===== config.mk =====
export PLATFORM = sky130hd
export DESIGN_NAME = i2c_apb_front
export DESIGN_NICKNAME = d
export VERILOG_FILES = /design/src/rtl/i2cf_pkg.sv /design/src/rtl/i2cf_fifo.sv /design/src/rtl/i2cf_stat.sv /design/src/rtl/i2c_apb_front.sv
export SDC_FILE = /design/constraint.sdc
export NUM_CORES = 1
export LEC_CHECK = 0
export ABC_AREA = 1
export BUFFER_PORTS_ARGS = -buffer_cell sky130_fd_sc_hd__buf_2
export CORE_UTILIZATION = 37
export DETAILED_ROUTE_END_ITERATION = 10
export PLACE_DENSITY = 0.52
export SLEW_MARGIN = 20
export SYNTH_ARGS = -nofsm -noshare
export SYNTH_HDL_FRONTEND = slang
export SYNTH_SLANG_ARGS = --single-unit

===== constraint.sdc =====
create_clock -name clk -period 7.7 [get_ports clk]
set_clock_uncertainty 0.1 [all_clocks]
set_input_delay 1.54 -clock clk [delete_from_list [all_inputs] [get_ports clk]]
set_output_delay 1.54 -clock clk [all_outputs]
set_load 0.01 [all_outputs]

===== src/rtl/i2cf_pkg.sv =====
package i2cf_pkg;
    localparam int ADDR_W   = 8;
    localparam int BUS_W    = 32;
    localparam int BYTE_W   = 8;
    localparam int DIV_LO_W = 5;
    localparam int PRE_W    = 8;
    localparam int DIV_W    = PRE_W + DIV_LO_W;
    localparam int STAT_W   = 6;

    localparam logic [ADDR_W-1:0] OFS_CTRL = 8'h00;
    localparam logic [ADDR_W-1:0] OFS_CMD  = 8'h04;
    localparam logic [ADDR_W-1:0] OFS_RDAT = 8'h08;
    localparam logic [ADDR_W-1:0] OFS_STAT = 8'h0C;
    localparam logic [ADDR_W-1:0] OFS_IEN  = 8'h10;
    localparam logic [ADDR_W-1:0] OFS_PRE  = 8'h14;

    typedef struct packed {
        logic                enable;
        logic                div_en;
        logic                clk_sel;
        logic [DIV_LO_W-1:0] div_lo;
    } ctrl_t;

    typedef struct packed {
        logic bus_err;
        logic rd_ufl;
        logic rd_ready;
        logic cmd_ovf;
        logic cmd_empty;
        logic cmd_full;
    } stat_t;

    function automatic logic [BUS_W-1:0] widen(input logic [BYTE_W-1:0] v);
        return {{(BUS_W-BYTE_W){1'b0}}, v};
    endfunction
endpackage


===== src/rtl/i2cf_fifo.sv =====
module i2cf_fifo #(
    parameter int W     = 8,
    parameter int DEPTH = 8
) (
    input  logic         clk,
    input  logic         rst,
    input  logic         push,
    input  logic [W-1:0] push_data,
    input  logic         pop,
    output logic [W-1:0] head,
    output logic         empty,
    output logic         full
);
    localparam int PW = (DEPTH > 1) ? $clog2(DEPTH) : 1;
    localparam int CW = $clog2(DEPTH + 1);
    localparam logic [PW-1:0] LAST = PW'(DEPTH - 1);

    logic [W-1:0]  mem [DEPTH];
    logic [PW-1:0] wptr, rptr;
    logic [CW-1:0] count;
    logic          do_push, do_pop;

    assign empty   = (count == '0);
    assign full    = (count == CW'(DEPTH));
    assign do_push = push && !full;
    assign do_pop  = pop && !empty;
    assign head    = empty ? '0 : mem[rptr];

    always_ff @(posedge clk) begin
        if (do_push) mem[wptr] <= push_data;
    end

    always_ff @(posedge clk) begin
        if (rst) begin
            wptr  <= '0;
            rptr  <= '0;
            count <= '0;
        end else begin
            if (do_push) wptr <= (wptr == LAST) ? '0 : wptr + 1'b1;
            if (do_pop)  rptr <= (rptr == LAST) ? '0 : rptr + 1'b1;
            case ({do_push, do_pop})
                2'b10:   count <= count + 1'b1;
                2'b01:   count <= count - 1'b1;
                default: count <= count;
            endcase
        end
    end
endmodule


===== src/rtl/i2cf_stat.sv =====
module i2cf_stat
    import i2cf_pkg::*;
(
    input  logic              clk,
    input  logic              rst,
    input  logic              cmd_full,
    input  logic              cmd_empty,
    input  logic              rd_ready,
    input  logic              set_ovf,
    input  logic              set_ufl,
    input  logic              set_berr,
    input  logic              clr_sticky,
    input  logic [STAT_W-1:0] ien,
    input  logic              stat_rd,
    output stat_t             stat,
    output logic              irq
);
    logic              ovf_q, ufl_q, berr_q, irq_q;
    logic [STAT_W-1:0] masked, prev_q;
    logic              rise;

    always_comb begin
        stat.cmd_full  = cmd_full;
        stat.cmd_empty = cmd_empty;
        stat.cmd_ovf   = ovf_q;
        stat.rd_ready  = rd_ready;
        stat.rd_ufl    = ufl_q;
        stat.bus_err   = berr_q;
    end

    assign masked = stat & ien;
    assign rise   = |(masked & ~prev_q);
    assign irq    = irq_q;

    always_ff @(posedge clk) begin
        if (rst) begin
            ovf_q  <= 1'b0;
            ufl_q  <= 1'b0;
            berr_q <= 1'b0;
            prev_q <= '0;
            irq_q  <= 1'b0;
        end else begin
            ovf_q  <= set_ovf  | (ovf_q  & ~clr_sticky);
            ufl_q  <= set_ufl  | (ufl_q  & ~clr_sticky);
            berr_q <= set_berr | (berr_q & ~clr_sticky);
            prev_q <= masked;
            if (rise)         irq_q <= 1'b1;
            else if (stat_rd) irq_q <= 1'b0;
        end
    end
endmodule


===== src/rtl/i2c_apb_front.sv =====
module i2c_apb_front
    import i2cf_pkg::*;
#(
    parameter int CMD_DEPTH = 32,
    parameter int RD_DEPTH  = 8
) (
    input  logic              clk,
    input  logic              rst,
    input  logic              psel,
    input  logic              penable,
    input  logic              pwrite,
    input  logic [ADDR_W-1:0] paddr,
    input  logic [BUS_W-1:0]  pwdata,
    output logic [BUS_W-1:0]  prdata,
    output logic              pready,
    output logic              pslverr,
    input  logic              cmd_pop,
    output logic [BYTE_W-1:0] cmd_data,
    output logic              cmd_empty,
    input  logic              rd_push,
    input  logic [BYTE_W-1:0] rd_data,
    output logic              rd_full,
    input  logic              bus_err_in,
    output logic              eng_enable,
    output logic              eng_clk_sel,
    output logic              eng_div_en,
    output logic [DIV_W-1:0]  eng_divisor,
    output logic              irq
);
    ctrl_t             ctrl_q;
    logic [PRE_W-1:0]  pre_q;
    logic [STAT_W-1:0] ien_q;
    stat_t             stat_w;
    logic              acc_wr, acc_rd;
    logic              cmd_wr, rdat_rd, stat_rd;
    logic              cmd_full, rd_empty;
    logic [BYTE_W-1:0] rd_head;
    logic              unused_bits;

    assign acc_wr  = psel && penable && pwrite;
    assign acc_rd  = psel && penable && !pwrite;
    assign cmd_wr  = acc_wr && (paddr == OFS_CMD);
    assign rdat_rd = acc_rd && (paddr == OFS_RDAT);
    assign stat_rd = acc_rd && (paddr == OFS_STAT);
    assign pready  = 1'b1;
    assign pslverr = 1'b0;
    assign unused_bits = ^pwdata[BUS_W-1:BYTE_W];

    always_ff @(posedge clk) begin
        if (rst) begin
            ctrl_q <= '0;
            pre_q  <= '0;
            ien_q  <= '0;
        end else if (acc_wr) begin
            case (paddr)
                OFS_CTRL: ctrl_q <= ctrl_t'(pwdata[BYTE_W-1:0]);
                OFS_PRE:  pre_q  <= pwdata[PRE_W-1:0];
                OFS_IEN:  ien_q  <= pwdata[STAT_W-1:0];
                default:  ;
            endcase
        end
    end

    i2cf_fifo #(.W(BYTE_W), .DEPTH(CMD_DEPTH)) u_cmd_q (
        .clk(clk), .rst(rst),
        .push(cmd_wr), .push_data(pwdata[BYTE_W-1:0]),
        .pop(cmd_pop), .head(cmd_data),
        .empty(cmd_empty), .full(cmd_full)
    );

    i2cf_fifo #(.W(BYTE_W), .DEPTH(RD_DEPTH)) u_rd_q (
        .clk(clk), .rst(rst),
        .push(rd_push), .push_data(rd_data),
        .pop(rdat_rd), .head(rd_head),
        .empty(rd_empty), .full(rd_full)
    );

    i2cf_stat u_stat (
        .clk(clk), .rst(rst),
        .cmd_full(cmd_full), .cmd_empty(cmd_empty), .rd_ready(!rd_empty),
        .set_ovf(cmd_wr && cmd_full),
        .set_ufl(rdat_rd && rd_empty),
        .set_berr(bus_err_in),
        .clr_sticky(rdat_rd),
        .ien(ien_q), .stat_rd(stat_rd),
        .stat(stat_w), .irq(irq)
    );

    always_comb begin
        case (paddr)
            OFS_CTRL: prdata = widen(ctrl_q);
            OFS_RDAT: prdata = widen(rd_head);
            OFS_STAT: prdata = widen({2'b00, stat_w});
            OFS_IEN:  prdata = widen({2'b00, ien_q});
            OFS_PRE:  prdata = widen(pre_q);
            default:  prdata = '0;
        endcase
    end

    assign eng_enable  = ctrl_q.enable;
    assign eng_clk_sel = ctrl_q.clk_sel;
    assign eng_div_en  = ctrl_q.div_en;
    assign eng_divisor = {pre_q, ctrl_q.div_lo};
endmodule


# Yosys cells after proc, flatten, opt, wreduce, memory -nomap -nowiden
# Memory sizes are Yosys's and may differ from the RTL's. A register that Yosys moved wholly into a read port is not among the register bits.
# Cells that the tools add are included.
dict set report totals {
  ff_bits 58
  ramBits 320
  in_bits 56
  output_inout_bits 61
  wordCells 98
  memories 2
}
# name words width rd rd_ports_with_merged_regs write_ports line_no
set mem_list {}
lappend mem_list {u_cmd_q.mem 32 8 1 1 1 i2cf_fifo.sv:18} ;# logic [W-1:0] mem [DEPTH];
lappend mem_list {u_rd_q.mem 8 8 1 1 1 i2cf_fifo.sv:18}
dict set report op_classes {
  addsub 8
  n_eq_ne 15
  n_mux 19
  bitwise 10
  n_reduce_logical 27
}
# cell n
set op_table {}
lappend op_table {{$pmux W8 S5} 1}
lappend op_table {{$mux W5} 4}
lappend op_table {{$eq A8 B4 Y1 const B} 2}
lappend op_table {{$eq A8 B5 Y1 const B} 2}
lappend op_table {{$mux W8} 2}
lappend op_table {{$and A6 B6 Y6} 2}
lappend op_table {{$logic_and A1 B1 Y1} 12}
lappend op_table {{$mux W3} 4}
lappend op_table {{$pmux W6 S2} 1}
lappend op_table {{$add A5 B1 Y5 const B} 2}
lappend op_table {{$eq A5 B5 Y1 const B} 2}
lappend op_table {{$eq A8 B3 Y1 const B} 1}
lappend op_table {{$logic_not A8 Y1} 1}
lappend op_table {{$pmux W4 S2} 1}
lappend op_table {{$add A3 B1 Y3 const B} 2}
lappend op_table {{$add A6 B1 Y6 const B} 1}
lappend op_table {{$eq A3 B3 Y1 const B} 2}
lappend op_table {{$eq A6 B6 Y1 const B} 1}
lappend op_table {{$logic_not A6 Y1} 1}
lappend op_table {{$mux W1} 6}
lappend op_table {{$not A6 Y6} 1}
lappend op_table {{$reduce_and A2 Y1} 3}
lappend op_table {{$reduce_bool A2 Y1} 3}
lappend op_table {{$reduce_or A6 Y1} 1}
lappend op_table {{other kinds (11)} 21}

# Logic depth before layout (Yosys ltp)
dict set report logic_depth {
  ltp_word 6
  ltp_mapped 17
  depth_no_buf 16
}

# By module
# From an unflattened synthesis, not the netlist that was laid out.
dict set report unflattened {
  cells_unflattened 1687
  area_unflattened_um2 17023.8
}
# mod instances cells_each area_per_inst_um2 seq_area_each_um2
set modules_own_cells {}
lappend modules_own_cells {{i2cf_fifo at u_cmd_q} 1 1072 11676.2 8107.8}
lappend modules_own_cells {{i2cf_fifo at u_rd_q} 1 282 3260.6 2182.1}
lappend modules_own_cells {i2c_apb_front 1 278 1669.1 440.4}
lappend modules_own_cells {i2cf_stat 1 55 417.9 200.2}

# Worst setup path before layout
# Ideal clock, no wire load.
dict set report synth_path {
  kind {input-to-output}
  startpoint {input paddr[0]}
  endpoint {output prdata[5]}
  arrival_ns 2.523
  t_required_ns 6.060
  setup_slack_ns 3.537
  cell_stages 7
  path_buffers 0
  path_cell_list {inv_1 -> nand2_2 -> nor3_1 -> nand2_1 -> nor2_2 -> o21ai_0 -> o21ai_0}
}
dict set report synth_between {
  elab_chain_cells 2
  word_cells_on_any_way 6
  cone_classes {4 x eq/ne; 1 x mux; 1 x reduce/logical}
}
# item line_no
set synth_rtl {}
lappend synth_rtl {{start: declaration} i2c_apb_front.sv:12} ;# input logic [ADDR_W-1:0] paddr,
lappend synth_rtl {{$eq A8 B5 Y1, or another cell as far along} i2c_apb_front.sv:90} ;# case (paddr)
lappend synth_rtl {{$pmux W8 S5 *} i2c_apb_front.sv:90}
lappend synth_rtl {{end: declaration} i2c_apb_front.sv:14} ;# output logic [BUS_W-1:0] prdata,
# Mark *: on every way between the ends. The rest lies on a longest branch, timed or not.

==> summary.txt <==
FLOORPLAN
-----------------------------------------------------------------------------------------------------
Die Footprint                                                                             0.0442 mm^2
Die boundary width                                                                             210 um
Site Rows                                                                                          75
Die Y-Extent                                                                                   210 um
Placeable Area                                                                            0.0423 mm^2
Num ports                                                                                         117
Starting utilization of the core area                                                           37.9%

DETAILED ROUTING
-----------------------------------------------------------------------------------------------------
Detail Route met2 WL                                                                         18000 um
Post-route DRC                                                                                      0
DRT met1 WL                                                                                  19100 um
Number of vias per cell after detailed routing                                                   5.13
Top metal layer carrying routed signals                                                          met4
Vias after detailed routing                                                                     10500
Final routed wirelength across all metal layers                                              39700 um
Detailed-route wire length per cell                                                           19.5 um
Routed wl met3                                                                                1990 um
Count of routing violations after the opening detailed-route iteration                            911
Remaining antenna violation count after routing                                                     0
Number of detailed-route iterations in the first pass                                               5

LAYOUT
-----------------------------------------------------------------------------------------------------
Post-synthesis to final-layout area growth                                                      13.0%
Antenna diode count                                                                                 0
Share of final-layout standard cells stronger than drive strength 1                             10.7%
Total area of multi-input combinational cells                                            0.00437 mm^2
Most common cell after layout, fill and taps aside                                           edfxtp_1
Fillers                                                                                          3975
NumNets Final                                                                                    1508
Most frequent cells in the layout                                                        320 x edfxtp_1, 301 x nor2_1, 178 x o21ai_0
Register Area                                                                             0.0109 mm^2

YOSYS
-----------------------------------------------------------------------------------------------------
Mux contribution to synthesized area                                                               0%
Register bit count reported by yosys                                                              386
Post-synthesis share of cell area spent on full adders, half adders and majority gates          1.37%
Post-synth top area cell                                                                     edfxtp_1
Fraction of synthesized cell area taken by the top area cell type                               59.9%
Synth warn                                                                                          0
Post-synthesis simple-gate area fraction                                                        11.6%
Per-instance average area after synthesis                                                   11.6 um^2
Share of the yosys chip area belonging to registers                                             68.1%
Xor and xnor fraction of the mapped netlist area                                               0.600%
Largest family of logic cells by synthesized area                                        compound AO/OA/AOI/OAI gates
Synth top area cells                                                                     edfxtp_1 60%, dfxtp_1 8.2%, nor2_1 7.0%
Gate count of the mapped netlist                                                                 1389
Number of different library cells in the post-synthesis netlist                                    45
Cell area after synthesis                                                                 0.0160 mm^2
Post-synthesis compound-gate area fraction                                                      13.0%

TIMING
-----------------------------------------------------------------------------------------------------
Setup TNS                                                                                        0 ps
Hold violation count in the final report                                                            0
Number of pins with negative max-slew slack in the final report                                     0
Max Fclk                                                                                      192 MHz
Minimum period implied by the final worst setup slack                                         5220 ps
Transition time at the pin with the least slew margin                                         1110 ps
RSZ-0062 raised after global routing                                                               no
Part of the cycle the worst path needs                                                          67.8%
Worst rel slew slack                                                                            25.5%
Hold slack final                                                                               383 ps
Final setup fails                                                                                   0

PLACE
-----------------------------------------------------------------------------------------------------
HPWL reported at the end of detailed placement                                               23300 um
Number of buffers inserted by port buffering                                                       66
Routability congestion estimate                                                                 0.842

CLOCK NETWORK
-----------------------------------------------------------------------------------------------------
Number of sinks handled by clock tree synthesis                                                   386
Post-CTS setup buffer count                                                                         0
Worst skew pair latency                                                                        560 ps
Num CTS Buffers                                                                                    43
Clock Tree Root                                                                             clkbuf_16
TritonCTS clock tree                                                                             done
Hold Buf Count CTS                                                                                  0
Max clock buf depth                                                                                 3
Cells resized by post-CTS repair                                                                    0
Clock edge transition at the registers on the reported setup and hold paths                     60 ps
Clock H-tree levels                                                                                 2

POWER
-----------------------------------------------------------------------------------------------------
Proportion of power drawn by flip-flops and latches                                             43.6%
Clk pwr share                                                                                   37.9%
Switching power of the nets                                                                   1580 uW
Largest vdd supply drop                                                                        214 uV
Leakage power of the design                                                                0.00625 uW
Power density relative to cell area                                                       299 mW/mm^2
Switching part of the total                                                                     29.1%
Internal power of the cells                                                                   3840 uW
Proportion of power drawn by combinational gates                                                18.5%

WORST SETUP PATH
-----------------------------------------------------------------------------------------------------
Register-to-Register Setup Slack                                                              4980 ps
Setup crit end kind                                                                      primary output
Critical path launch point type                                                                  flop
Cell type of the slowest stage on the worst timing path                                      clkinv_1
Crit path required time                                                                       6060 ps
Peak fanout along the critical path                                                                40
Reg2reg end                                                                              u_rd_q.count[3]
Startpoint-to-endpoint class of the critical path                                             reg2out
Arr. time, crit path                                                                          3580 ps
Logic depth of the worst register-to-register path                                                 15
Launch instance of the worst register-to-register path                                   u_rd_q.count[0]
Maximum single-stage delay on the critical path                                               1020 ps
Ordered list of cells on the worst path                                                  buf_4, clkinv_1, o21ai_0, nand3_1, and3_1, buf_2

JOB
-----------------------------------------------------------------------------------------------------
Max capacitance violation total                                                                     0

GLOBAL ROUTING
-----------------------------------------------------------------------------------------------------
Via count of the first global-routing pass                                                       9955
Aggregate global-route resource usage                                                           18.0%
Largest net degree at the start of global routing                                                  96
Overall overflow remaining after global route                                                       0
Number of antenna violations at the first check in global routing                                   0
Global-route wire length before repair                                                       60000 um

OUTCOME
-----------------------------------------------------------------------------------------------------
Result of the run                                                                           completed

MIN PATH
-----------------------------------------------------------------------------------------------------
Hold path endpoint                                                                       u_rd_q.rptr[2]
Worst min-delay path category                                                                 reg2reg
Depth of the worst hold-timing path                                                                 2
Min-delay src                                                                            u_rd_q.rptr[2]

[cells in the mapped netlist, drive strengths merged]
cell    number
edfxtp     320
nor2       307
o21ai      204
inv         74
nand2       73
dfxtp       66
buf         56
nand3       46
clkbuf      42
o221ai      41
a21oi       33
o22ai       23
ha          16
o32ai       16
nor3        13
a211oi      10
o211ai      10
xor2         7
a221oi       5
a31oi        4
nor4         4
xnor2        4
nand4        3
and3         2
clkinv       2
conb         2
o211a        2
a22oi        1
fa           1
nand3b       1
or2          1
[area by class of cell]
type / count / share of cell area, %
timing repair buffer: 75 / 2.19
inverter: 76 / 1.59
multi-input combinational: 853 / 24.1
clock buffer: 57 / 6.45
sequential: 386 / 60.3
tap: 577 / 3.98
clock inverter: 19 / 1.33
[critical path: cells and delay by family (launching register included)]
family	cells	cell delay [ps]
compound gates	1	720
buf+inv	3	1590
flops	1	310
simple gates	2	380
[worst max-delay path by stage]
| stage | from | to |
|---|---|---|
| 3_5_place_dp | paddr[0] | prdata[0] |
| 4_1_cts | flop | cmd_data[4] |
| 6_report | flop | cmd_data[4] |
| 3_3_place_gp | paddr[0] | prdata[0] |
| 2_1_floorplan | paddr[0] | prdata[5] |
| 5_1_grt | flop | cmd_data[4] |
[per-layer routing]
metal / up-vias / global-route usage (%)
met5: - / 0
li1: 5051 / -
met2: 250 / 28.2
met1: 5130 / 26.0
met3: 54 / 3.20
met4: 0 / 4.48
[flip-flops by register name (all words and copies together), names as in the netlist, 6 cells and up, named ones only]
name and count:
ien_q 6, pre_q 8, u_cmd_q.count 6, u_cmd_q.mem 256, u_rd_q.mem 64, u_stat.prev_q 6
[kinds of logic after synthesis]
family / Yosys count
compound gates: 349
xor+xnor: 11
fa+ha+maj: 17
buf+inv: 174
flops: 386
other cells: 2
simple gates: 450
[power by group through the flow]
stage          registers (uW)  clock network, uW  logic (uW)
4_1_cts                  2370               2100        1010
2_1_floorplan            2370                  0         740
3_5_place_dp             2410                  0        1010
3_3_place_gp             2410                  0        1010
5_1_grt                  2370               2170        1120
6_report                 2370               2050        1000
[per-stage QoR]
step | instances | area [um^2] | setup WS (ps) | total power (uW) | util, %
finish | 2043 | 18100 | 2480 | 5420 | 42.8
global route | 2043 | 18100 | 2350 | 5660 | 42.8
CTS | 2043 | 18100 | 2500 | 5480 | 42.8
detailed placement | 1967 | 16700 | 2830 | 3420 | 39.5
global placement | 1967 | 16700 | 2810 | 3420 | 39.5
floorplan | 1413 | 16100 | 3540 | 3110 | -
(Power assumes the default switching activity.)
